[src/rtl/stack_seq_pkg.sv]
package stack_seq_pkg;

  typedef enum logic [2:0] {
    OP_PUSH  = 3'd0,
    OP_POP   = 3'd1,
    OP_CALL  = 3'd2,
    OP_CALLR = 3'd3,
    OP_RET   = 3'd4,
    OP_RETI  = 3'd5,
    OP_SWI   = 3'd6,
    OP_NONE  = 3'd7
  } op_e;

  localparam int EXEC_SHORT = 3;
  localparam int EXEC_LONG  = 8;

  // strobes from control to datapath, one per register action
  typedef struct packed {
    logic capture;
    logic wrPc;
    logic wrFlags;
    logic wrData;
    logic rdStack;
    logic rdVec;
    logic spInc;
    logic spDec;
    logic pcAbs;
    logic pcRel;
    logic pcMem;
    logic flagsMem;
    logic popLoad;
    logic svcSet;
    logic svcClr;
  } strobe_t;

endpackage

[src/rtl/stack_seq_ctrl.sv]
module stack_seq_ctrl
  import stack_seq_pkg::*;
(
  input  logic       clk,
  input  logic       rstN,
  input  logic       start,
  input  logic [2:0] opCode,
  output strobe_t    st,
  output logic       done
);

  localparam int SW = $clog2(EXEC_LONG);

  logic          busyQ;
  op_e           opQ;
  logic [SW-1:0] stepQ;
  logic [SW-1:0] lastStep;
  logic          accept;

  assign accept   = start && !busyQ && (opCode != OP_NONE);
  assign lastStep = (opQ == OP_PUSH || opQ == OP_POP) ? SW'(EXEC_SHORT - 1)
                                                      : SW'(EXEC_LONG - 1);
  assign done     = busyQ && (stepQ == lastStep);

  always_ff @(posedge clk or negedge rstN) begin
    if (!rstN) begin
      busyQ <= 1'b0;
      opQ   <= OP_NONE;
      stepQ <= '0;
    end else if (accept) begin
      busyQ <= 1'b1;
      opQ   <= op_e'(opCode);
      stepQ <= '0;
    end else if (busyQ) begin
      if (done) busyQ <= 1'b0;
      else      stepQ <= stepQ + 1'b1;
    end
  end

  always_comb begin
    st         = '0;
    st.capture = accept;
    if (busyQ) begin
      unique case (opQ)
        OP_PUSH: begin
          case (int'(stepQ))
            0: st.wrData = 1'b1;
            1: st.spDec  = 1'b1;
            default: ;
          endcase
        end
        OP_POP: begin
          case (int'(stepQ))
            0: st.spInc   = 1'b1;
            1: st.rdStack = 1'b1;
            2: st.popLoad = 1'b1;
            default: ;
          endcase
        end
        OP_CALL, OP_CALLR, OP_SWI: begin
          case (int'(stepQ))
            0: st.wrPc    = 1'b1;
            1: st.spDec   = 1'b1;
            2: st.wrFlags = 1'b1;
            3: st.spDec   = 1'b1;
            4: begin
              st.pcAbs = (opQ == OP_CALL);
              st.pcRel = (opQ == OP_CALLR);
              st.rdVec = (opQ == OP_SWI);
            end
            5: begin
              st.pcMem  = (opQ == OP_SWI);
              st.svcSet = (opQ == OP_SWI);
            end
            default: ;
          endcase
        end
        OP_RET, OP_RETI: begin
          case (int'(stepQ))
            0: st.spInc   = 1'b1;
            1: st.rdStack = 1'b1;
            2: begin
              st.flagsMem = 1'b1;
              st.spInc    = 1'b1;
            end
            3: st.rdStack = 1'b1;
            4: st.pcMem   = 1'b1;
            7: st.svcClr  = (opQ == OP_RETI);
            default: ;
          endcase
        end
        default: ;
      endcase
    end
  end

endmodule

[src/rtl/stack_seq_dp.sv]
module stack_seq_dp
  import stack_seq_pkg::*;
#(
  parameter int          DW       = 16,
  parameter int          FW       = 4,
  parameter int          VW       = 8,
  parameter logic [DW-1:0] SP_RESET = '1
) (
  input  logic          clk,
  input  logic          rstN,
  input  strobe_t       st,
  input  logic [DW-1:0] target,
  input  logic [DW-1:0] pushData,
  input  logic [DW-1:0] retPc,
  input  logic [FW-1:0] flagsIn,
  input  logic [DW-1:0] memRdata,
  output logic [DW-1:0] memAddr,
  output logic [DW-1:0] memWdata,
  output logic          memRd,
  output logic          memWr,
  output logic [DW-1:0] spOut,
  output logic [DW-1:0] pcOut,
  output logic [FW-1:0] flagsOut,
  output logic [DW-1:0] popData,
  output logic          inService
);

  logic [DW-1:0] spQ, pcQ, tgtQ, dataQ, popQ;
  logic [FW-1:0] flagsQ;
  logic          svcQ;

  assign memRd = st.rdStack | st.rdVec;
  assign memWr = st.wrPc | st.wrFlags | st.wrData;

  assign memAddr  = st.rdVec ? {{(DW-VW){1'b0}}, tgtQ[VW-1:0]} : spQ;
  assign memWdata = st.wrPc    ? pcQ :
                    st.wrFlags ? {{(DW-FW){1'b0}}, flagsQ} : dataQ;

  always_ff @(posedge clk or negedge rstN) begin
    if (!rstN) begin
      spQ    <= SP_RESET;
      pcQ    <= '0;
      flagsQ <= '0;
      tgtQ   <= '0;
      dataQ  <= '0;
      popQ   <= '0;
      svcQ   <= 1'b0;
    end else begin
      if (st.capture) begin
        pcQ    <= retPc;
        flagsQ <= flagsIn;
        tgtQ   <= target;
        dataQ  <= pushData;
      end
      if (st.spInc)    spQ    <= spQ + 1'b1;
      if (st.spDec)    spQ    <= spQ - 1'b1;
      if (st.pcAbs)    pcQ    <= tgtQ;
      if (st.pcRel)    pcQ    <= pcQ + tgtQ;
      if (st.pcMem)    pcQ    <= memRdata;
      if (st.flagsMem) flagsQ <= memRdata[FW-1:0];
      if (st.popLoad)  popQ   <= memRdata;
      if (st.svcSet)   svcQ   <= 1'b1;
      if (st.svcClr)   svcQ   <= 1'b0;
    end
  end

  assign spOut     = spQ;
  assign pcOut     = pcQ;
  assign flagsOut  = flagsQ;
  assign popData   = popQ;
  assign inService = svcQ;

endmodule

[src/rtl/stack_seq.sv]
module stack_seq
  import stack_seq_pkg::*;
#(
  parameter int            DW       = 16,
  parameter int            FW       = 4,
  parameter int            VW       = 8,
  parameter logic [DW-1:0] SP_RESET = '1
) (
  input  logic          clk,
  input  logic          rstN,
  input  logic          start,
  input  logic [2:0]    opCode,
  input  logic [DW-1:0] target,
  input  logic [DW-1:0] pushData,
  input  logic [DW-1:0] retPc,
  input  logic [FW-1:0] flagsIn,
  input  logic [DW-1:0] memRdata,
  output logic [DW-1:0] memAddr,
  output logic [DW-1:0] memWdata,
  output logic          memRd,
  output logic          memWr,
  output logic [DW-1:0] spOut,
  output logic [DW-1:0] pcOut,
  output logic [FW-1:0] flagsOut,
  output logic [DW-1:0] popData,
  output logic          inService,
  output logic          done
);

  strobe_t st;

  stack_seq_ctrl u_ctrl (
    .clk    (clk),
    .rstN   (rstN),
    .start  (start),
    .opCode (opCode),
    .st     (st),
    .done   (done)
  );

  stack_seq_dp #(.DW(DW), .FW(FW), .VW(VW), .SP_RESET(SP_RESET)) u_dp (
    .clk       (clk),
    .rstN      (rstN),
    .st        (st),
    .target    (target),
    .pushData  (pushData),
    .retPc     (retPc),
    .flagsIn   (flagsIn),
    .memRdata  (memRdata),
    .memAddr   (memAddr),
    .memWdata  (memWdata),
    .memRd     (memRd),
    .memWr     (memWr),
    .spOut     (spOut),
    .pcOut     (pcOut),
    .flagsOut  (flagsOut),
    .popData   (popData),
    .inService (inService)
  );

endmodule

[config.mk]
export PLATFORM = sky130hd
export DESIGN_NAME = stack_seq
export DESIGN_NICKNAME = d
export VERILOG_FILES = /design/src/rtl/stack_seq_pkg.sv /design/src/rtl/stack_seq_ctrl.sv /design/src/rtl/stack_seq_dp.sv /design/src/rtl/stack_seq.sv
export SDC_FILE = /design/constraint.sdc
export NUM_CORES = 1
export LEC_CHECK = 0
export CAP_MARGIN = 20
export CORE_ASPECT_RATIO = 1.75
export CORE_MARGIN = 1
export CORE_UTILIZATION = 49
export DETAILED_ROUTE_END_ITERATION = 12
export PLACE_DENSITY = 0.89
export SLEW_MARGIN = 20
export SYNTH_ARGS = -nofsm -noshare
export SYNTH_HDL_FRONTEND = slang
export SYNTH_SLANG_ARGS = --single-unit
[constraint.sdc]
create_clock -name clk -period 4.3 [get_ports clk]
set_input_delay 1.29 -clock clk [delete_from_list [all_inputs] [get_ports clk]]
set_output_delay 1.29 -clock clk [all_outputs]
set_load 0.05 [all_outputs]
**Word-level counts from Yosys, hierarchy flattened**

Index checks and enable logic that the tools add are counted.

- Bits in registers: 92
- Bits of input ports: 74
- Output and inout bits: 88

- Add/sub/neg operators: 4
- Eq/ne operators: 15
- Multiplexer cells: 43
- Bitwise gates (word level): 3
- Reduce and logical (&&, ||, !) cells: 17

Operators by type and width:

| cell | count |
|---|---|
| two-way mux 16 bit | 9 |
| two-way mux 1 bit | 20 |
| equality test 3 bit (second input constant) | 6 |
| adder 16 x 1 -> 16 bit (second input constant) | 1 |
| adder 16 bit | 1 |
| subtractor 16 x 1 -> 16 bit (second input constant) | 1 |
| two-way mux 14 bit | 1 |
| equality test 3 x 2 -> 1 bit (second input constant) | 4 |
| two-way mux 3 bit | 4 |
| two-way mux 4 bit | 2 |
| one-hot mux 1 bit (2 select lines) | 4 |
| nonzero test 2 bit | 4 |
| equality test 3 x 1 -> 1 bit (second input constant) | 2 |
| logical NOT 3 bit | 2 |
| two-way mux 2 bit | 3 |
| OR reduction 2 bit | 3 |
| nonzero test 4 bit | 1 |
| adder 3 x 1 -> 3 bit (second input constant) | 1 |
| equality test 3 bit | 1 |
| logical AND 1 bit | 3 |
| != test 3 bit (second input constant) | 1 |
| bitwise OR 1 bit | 3 |
| OR reduction 3 bit | 1 |
| != test 2 x 1 -> 1 bit (second input constant) | 1 |
| other kinds (3) | 3 |

**Logic depth before layout (Yosys ltp)**

Gate-level depths: netlist (run 1).

- Depth after elaboration: 8
- Mapped depth: 14

**Cells and area by module**

From an unflattened synthesis (run 1), not the netlist that was laid out.

- Cells, all modules: 624
- Area total of the unflattened synthesis: 6095.8 um^2

Modules (own cells, without submodules):

| module | instances | cells an instance | area an instance (um^2) | sequential area each (um^2) |
|---|---|---|---|---|
| stack_seq_dp | 1 | 545 | 5460.2 | 2147.1 |
| stack_seq_ctrl | 1 | 79 | 635.6 | 178.9 |

**Worst setup path after synthesis (run 1)**

OpenSTA, ideal clock, no wires.

- Path type: register to register
- From: register u_ctrl.stepQ[1]
- To: register u_dp.spQ[15], in the netlist u_dp.spOut[15]
- Setup time: 0.088 ns
- Arrival: 3.673 ns
- Data required time: 4.212 ns
- Setup slack: 0.539 ns
- Stages on the path, launching flop included: 14
- Period minus slack after synthesis: 3.761 ns
- Path through: dfrtp_1 > inv_1 > ha_1 > or3b_1 > a222oi_1 > nand2_1 > inv_1 > ha_1 > a21o_1 > and2_1 > or2_2 > a221o_1 > o22a_1 > or3_1

- Longest elaborated chain between the ends: 6
- Elaborated cells between the ends (all ways): 15

Ends and longest elaborated chain:

| item | line | RTL |
|---|---|---|
| from (decl) | stack_seq_ctrl.sv:16 | `logic [SW-1:0] stepQ;` |
| from (signal assigned) | stack_seq_ctrl.sv:36 | `else stepQ <= stepQ + 1'b1;` |
| equality test 3 x 1 -> 1 bit, or another cell as far along | stack_seq_ctrl.sv:46, stack_seq_ctrl.sv:61 |  |
| OR reduction 2 bit (no line) | n/a |  |
| two-way mux 1 bit, on equally long branches | stack_seq_ctrl.sv:61, stack_seq_ctrl.sv:79 |  |
| one-hot mux 1 bit (2 select lines) | stack_seq_ctrl.sv:44 | `unique case (opQ)` |
| two-way mux 14 bit * | stack_seq_ctrl.sv:43 | `if (busyQ) begin` |
| two-way mux 16 bit / nonzero test 2 bit (equally long branches) | n/a |  |
| to (signal assigned) | stack_seq_dp.sv:55 | `if (st.spInc) spQ <= spQ + 1'b1;` |
| to (signal assigned) | stack_seq_dp.sv:56 | `if (st.spDec) spQ <= spQ - 1'b1;` |
| to (decl) | stack_seq_dp.sv:28 | `logic [DW-1:0] spQ, pcQ, tgtQ, dataQ, popQ;` |

Every way passes the cells marked *; elsewhere a longest branch is shown, timed or not.
A chain may end at the register's enable or synchronous reset.

**Worst setup path in the final report (run 1)**

- From: register u_ctrl.opQ[1]
- To: output port memWdata[2]

- Longest elaborated chain between the ends: 6
- Elaborated cells between the ends (all ways): 8

Ends and longest elaborated chain:

| item | line | RTL |
|---|---|---|
| from (decl) | stack_seq_ctrl.sv:15 | `op_e opQ;` |
| from (signal assigned) | stack_seq_ctrl.sv:32 | `opQ <= op_e'(opCode);` |
| equality test 3 bit / equality test 3 x 2 -> 1 bit (equally long branches) | stack_seq_ctrl.sv:44 |  |
| OR reduction 3 bit * | stack_seq_ctrl.sv:44 |  |
| two-way mux 2 bit * | stack_seq_ctrl.sv:44 |  |
| two-way mux 14 bit * | stack_seq_ctrl.sv:43 |  |
| two-way mux 16 bit | stack_seq_dp.sv:37 | `st.wrFlags ? {{(DW-FW){1'b0}}, flagsQ} : dataQ;` |
| two-way mux 16 bit * | stack_seq_dp.sv:36 | `assign memWdata = st.wrPc ? pcQ :` |
| to (decl) | stack_seq.sv:19 | `output logic [DW-1:0] memWdata,` |

Marks and branches as above.

==> metrics.txt, run 1 <==
outcome finished clean; DRT Wirelength 18300 um; Compound-Gate Fraction of Synth Area 0.202; Async SR Flop Fraction 1.00; total track usage 0.297; Worst path max stage delay 0.85 ns; CP top delay family buffers and inverters; CP cell instances inv_1, a21oi_1, nand3_1, mux2i_1, o21ai_0, clkdlybuf4s50_1; met2 usage 0.560; vias per inst 6.00; Clock Skew 0.00893 ns; Hold WS 0.477 ns; met1 Use GR 0.309; met3 usage 0.0433; Synth Area per Inst 8.79 um2; EDFF count, synth 0; share of the core filled with cells 0.694; Worst Hold End u_dp.dataQ[12]; post-synthesis sequential area ratio 0.389; core area 11900 um2; HP Class flip-flop to flip-flop; yosys warns 0; clock sink count 92; post-synthesis mux area share 0.0672; DR pass1 iterations 7; total of max-cap violations 0; global-route wire length before repair 29400 um; Least-Margin Pin Slew 0.928 ns; CP startpoint u_ctrl.opQ[1]; CP Class flip-flop to output pin; Final nets 951; Max FO, Critical Path 8; R2R depth 15; Worst R2R End u_dp.spOut[15]; worst rel slew slack 0.382; Simple-Gate Fraction of Synth Area 0.197; CTS Buf Count 9; largest family of logic cells by synthesized area compound AO/OA/AOI/OAI gates; Initial Util 0.501; Worst EP arrival 2.85 ns; Post-CTS Hold Buffers 0; CP endpoint kind output pin; Synth Area in XOR/XNOR 0.0293; final hold viol count 0; RSZ-0062 raised after global routing false; area grow syn2layout 38.6%; Setup-failing EPs final 0; GRT Residual Overflow 0; reg2reg setup slack 0.46 ns; largest net degree at the start of global routing 52; total inserted antenna cells 0; clock transition at the registers of the reported paths 0.06 ns; DRT antenna net count 0; post-synth cell types 62; number of global-route vias before repair 6030; DRC 0; Max Clk Rate 242 MHz; pins over their slew limit 0; Final TNS setup 0 ns; dpl hpwl 13800 um; Root Buffer clkbuf_16; wire length per cell 18.7 um; Hold Path Depth 2; CTS tree yes; CP startpoint kind flip-flop; Mapped Nets 791; row cnt 53; Worst-Skew Late Latency 0.35 ns; fin crit period 4.14 ns; Crit path required time 3.01 ns; Die Ht 148 um; num ports 162; Starting DRT DRC Count 347; layout cell share with drive strength beyond 1 0.146; die extent in x 85.5 um; vias 5889; adder-cell share of the synthesized area 0.0800; Reg-to-Reg Start u_ctrl.stepQ[1]; WP buf/inv 2; Cells after Synth 680; CTS H-tree lvls 3; crit share post-route 0.963; initial antenna violation count 0; ys flop type dfrtp_1; min-delay src u_dp.dataQ[12]; slowest CP cell clkdlybuf4s50_1; gpl congestion 0.944; buffers added on ports 161; die area 12700 um2; Yosys reg bits 92; Clock Path Buffers 2; gr busiest metal met2; post-synthesis cell area 5970 um2
[final cells by class]
cell class                      count  area (um2)
Inverter                           22        82.6
Timing Repair Buffer              180        1900
Multi-Input combinational cell    535        3450
Sequential cell                    92        2330
Clock inverter                      6         116
Fill cell                         883        3650
Clock buffer                       10         239
Tap cell                          137         171
[registers in the layout, summed over array words and instances, names as in the netlist]
register	cells
u_ctrl.opQ	3
u_dp.flagsOut	4
u_dp.tgtQ	16
u_dp.pcOut	16
u_dp.dataQ	16
u_ctrl.busyQ	1
u_dp.spOut	16
u_dp.popData	16
u_ctrl.stepQ	3
u_dp.inService	1
[how the worst max path moves through the flow]
stage,slack (ns),cells past startpoint,end
CTS,0.18,6,memWdata[2]
floorplan,0.54,13,u_dp.spOut[15]
detailed placement,0.46,13,u_dp.spOut[15]
global placement,0.62,15,u_dp.spOut[15]
global route,0.05,6,memWdata[0]
finish,0.16,6,memWdata[2]
[layer usage]
metal | share of wire | vias to the layer above | wire (um)
li1 | - | 2744 | -
met2 | 0.54 | 254 | 9970
met1 | 0.36 | 2818 | 6570
met3 | 0.052 | 73 | 945
met4 | 0.047 | 0 | 854
met5 | 0 | - | 0
[what timing repair did]
action                                  CTS  global route
buffers inserted                          0             1
gates resized for setup                   0             1
endpoints found under the setup margin    0            13
[per-stage QoR]
stage | cell area [um2] | std cells | worst slack, ns
finish | 8280 | 982 | 0.159
global route | 8280 | 982 | 0.0533
global placement | 7910 | 964 | 0.623
floorplan | 5970 | 680 | 0.539
CTS | 8260 | 980 | 0.178
detailed placement | 7910 | 964 | 0.460
[kinds of logic (layout without fill, tap and decap cells)]
logic type	count (synthesis)	in the layout
AOI/OAI and AO/OA	179	179
xor gates and xnor gates	20	20
adders and majority gates	37	37
buffers and inverters	53	218
DFF	92	92
muxes	37	37
and+or+nand+nor	262	262
[cells in the mapped netlist, drive strengths merged (17+ instances only)]
cell type / count / area, um2
dfstp: 19 / 499
mux2: 25 / 282
clkbuf: 20 / 75.1
inv: 22 / 82.6
nand2: 147 / 552
nor2b: 17 / 106
nor2: 42 / 158
o21ai: 46 / 230
dfrtp: 73 / 1830
a21oi: 42 / 214
ha: 35 / 438
[tightest hold or removal path, stage by stage, from the launching register on]
cell and delay (ns):
dfrtp_1 0.34, nand2_1 0.05, nand2_1 0.05
[cells in the final DEF (no fill, tap or decap), drive strengths merged, types with 6 or more instances in the layout]
cell           instances
o21a                   7
o21ai                 46
nand3                  9
a22o                  12
inv                   24
nor2                  42
nand2                147
mux2i                 12
dfrtp                 73
buf                   48
dfstp                 19
nor3                   6
nand4                 11
ha                    35
nor2b                 17
mux2                  25
xor2                   7
xnor2                 13
clkbuf                10
clkdlybuf4s50        132
a21o                  13
a21oi                 42
a211oi                10
Power of run 1 is left out: the tool's default activity adds up to more than one toggle a clock period on the data nets, which glitch-free logic cannot reach.
==> run 2, diff against run 1 <==
==> constraint.sdc (replaced) <==
create_clock -name clk -period 4.5 [get_ports clk]
set_input_delay 1.35 -clock clk [delete_from_list [all_inputs] [get_ports clk]]
set_output_delay 1.35 -clock clk [all_outputs]
set_load 0.05 [all_outputs]
==> run 2 against run 1 <==
Effect of this change:
- wire length decreased by 1.7%
- register-to-register slack got worse by 0.02 ns
- first-iteration DRC count increased by 4.3%
- clock skew decreased by 0.0014 ns
- sequential cell count unchanged
- non-clock buffer count decreased by 4
- core utilization decreased by 0.93 points
- critical path depth unchanged
- hold slack improved by 0.0047 ns
- clock-buffer cell count decreased by 1
- critical path type unchanged
==> metrics.txt, run 2 (synthesized netlist as in run 1, its figures left out) <==
outcome finished clean; num ports 162 (unchanged); reg2reg setup slack 0.44 ns (-0.02 ns); total inserted antenna cells 0 (unchanged); Starting DRT DRC Count 362 (+4.3%); gpl congestion 0.961 (+1.8%); total of max-cap violations 0 (unchanged); layout filler cell count 928 (+5.1%); worst rel slew slack 0.295 (-0.0868); CP endpoint kind output pin; Die Ht 148 um (unchanged); Max FO, Critical Path 8 (unchanged); GRT Residual Overflow 0 (unchanged); clock transition at the registers of the reported paths 0.07 ns (about the same); Worst EP arrival 2.79 ns (-0.06 ns); final worst slack 0.358 ns (+0.199 ns); most common cell after layout, fill and taps aside nand2_1; area grow syn2layout 36.8%; Place WS 0.468 ns (+0.00836 ns); DRC 0 (unchanged); Least-Margin Pin Slew 1.06 ns (+0.130 ns); vias per inst 5.94 (-1.0%); Reg-to-Reg Start u_ctrl.stepQ[1]; R2R depth 15 (unchanged); post-CTS setup buffers 0 (unchanged); Root Buffer clkbuf_16; vias 5806 (-1.4%); number of global-route vias before repair 5826 (-3.4%); die extent in x 85.5 um (unchanged); pins over their slew limit 0 (unchanged); RSZ-0062 raised after global routing false; Worst-Skew Late Latency 0.34 ns (about the same); Worst R2R End u_dp.spOut[15]; Worst Hold End u_dp.dataQ[7]; Final TNS setup 0 ns (unchanged); CP Class flip-flop to output pin; CP startpoint u_ctrl.opQ[1]; Clock Path Buffers 2 (unchanged); DRT antenna net count 0 (unchanged); Clock Skew 0.00753 ns (-0.00140 ns); CTS H-tree lvls 3 (unchanged); min-delay src u_dp.dataQ[7]; highest-count cells in the layout ignoring fill and taps nand2_1 (147), clkdlybuf4s50_1 (139), dfrtp_1 (73); final hold viol count 0 (unchanged); HP Class flip-flop to flip-flop; CTS tree yes; CP startpoint kind flip-flop; Setup-failing EPs final 0 (unchanged); Max Clk Rate 241 MHz; initial antenna violation count 0 (unchanged); Final nets 947 (-0.42%); layout cell share with drive strength beyond 1 0.133 (-0.0124); global-route wire length before repair 28600 um (-2.8%); Crit path required time 3.15 ns (+0.14 ns); largest net degree at the start of global routing 67 (+29%); crit share post-route 0.920; buffers added on ports 161 (unchanged); Hold Path Depth 2 (unchanged); dpl hpwl 13800 um (-0.48%); fin crit period 4.14 ns; die area 12700 um2 (unchanged); CTS Buf Count 9 (unchanged); total track usage 0.290 (-0.00667); Hold WS 0.481 ns (+0.00466 ns); DR pass1 iterations 5 (-2); core area 11900 um2 (unchanged); Initial Util 0.501 (unchanged); share of the core filled with cells 0.685 (-0.00933); row cnt 53 (unchanged); wire length per cell 18.4 um (-1.3%); DRT Wirelength 18000 um (-1.7%); clock sink count 92 (unchanged)
run 2: changes by cell type in the layout (fill, tap and decap cells not counted), sizes merged:
cell / previous run / this run
buf: 48 / 37
bufinv: 3 / 0
clkbuf: 10 / 9
clkdlybuf4s50: 132 / 139
clkinvlp: 0 / 2
inv: 24 / 26
run 2: metal layers:
layer,vias to the layer above,track usage,wire length (um)
met1,2763,0.304,6590
met4,0,0.168,811
met2,243,0.537,9810
met3,64,0.0477,822
met5,-,0,0
li1,2736,-,-
run 2: what timing repair did:
action | 4_1_cts | 5_1_grt
gates resized for setup | 0 | 1
setup endpoints to repair | 0 | 3
endpoints found under the hold margin | 0 | 0
hold buffers | 0 | 0
run 2: final cells by class:
class	instances	area, um2	share of cell area
Multi-Input combinational cell	535	3450	0.422
Sequential cell	92	2330	0.285
Timing Repair Buffer	176	1860	0.228
Clock inverter	7	57.6	0.00704
Clock buffer	9	225	0.0276
Inverter	22	82.6	0.0101
Tap cell	137	171	0.0210
run 2: worst max path at each step:
stage                     endpoint  slack (ns)  cells past startpoint
floorplan           u_dp.spOut[15]        0.74                     13
global placement    u_dp.spOut[15]        0.57                     13
detailed placement  u_dp.spOut[15]        0.47                     13
CTS                    memWdata[1]        0.19                      6
global route        u_dp.spOut[15]        0.14                     15
finish                 memWdata[1]        0.36                      6
run 2: worst max-delay path: stages, from the launching register on:
cell             delay, ns
dfstp_2               0.61
inv_1                 0.12
a21oi_1               0.16
nand3_1               0.29
mux2i_1               0.20
o21ai_0               0.21
clkdlybuf4s50_1       0.86
run 2: through the flow:
step	instances	area [um2]
final	978	8170
after CTS	977	8160
after global placement	961	7880
after global routing	978	8170
after detailed placement	961	7880
after floorplan	680	5970
Power of run 2 is left out for the same reason.
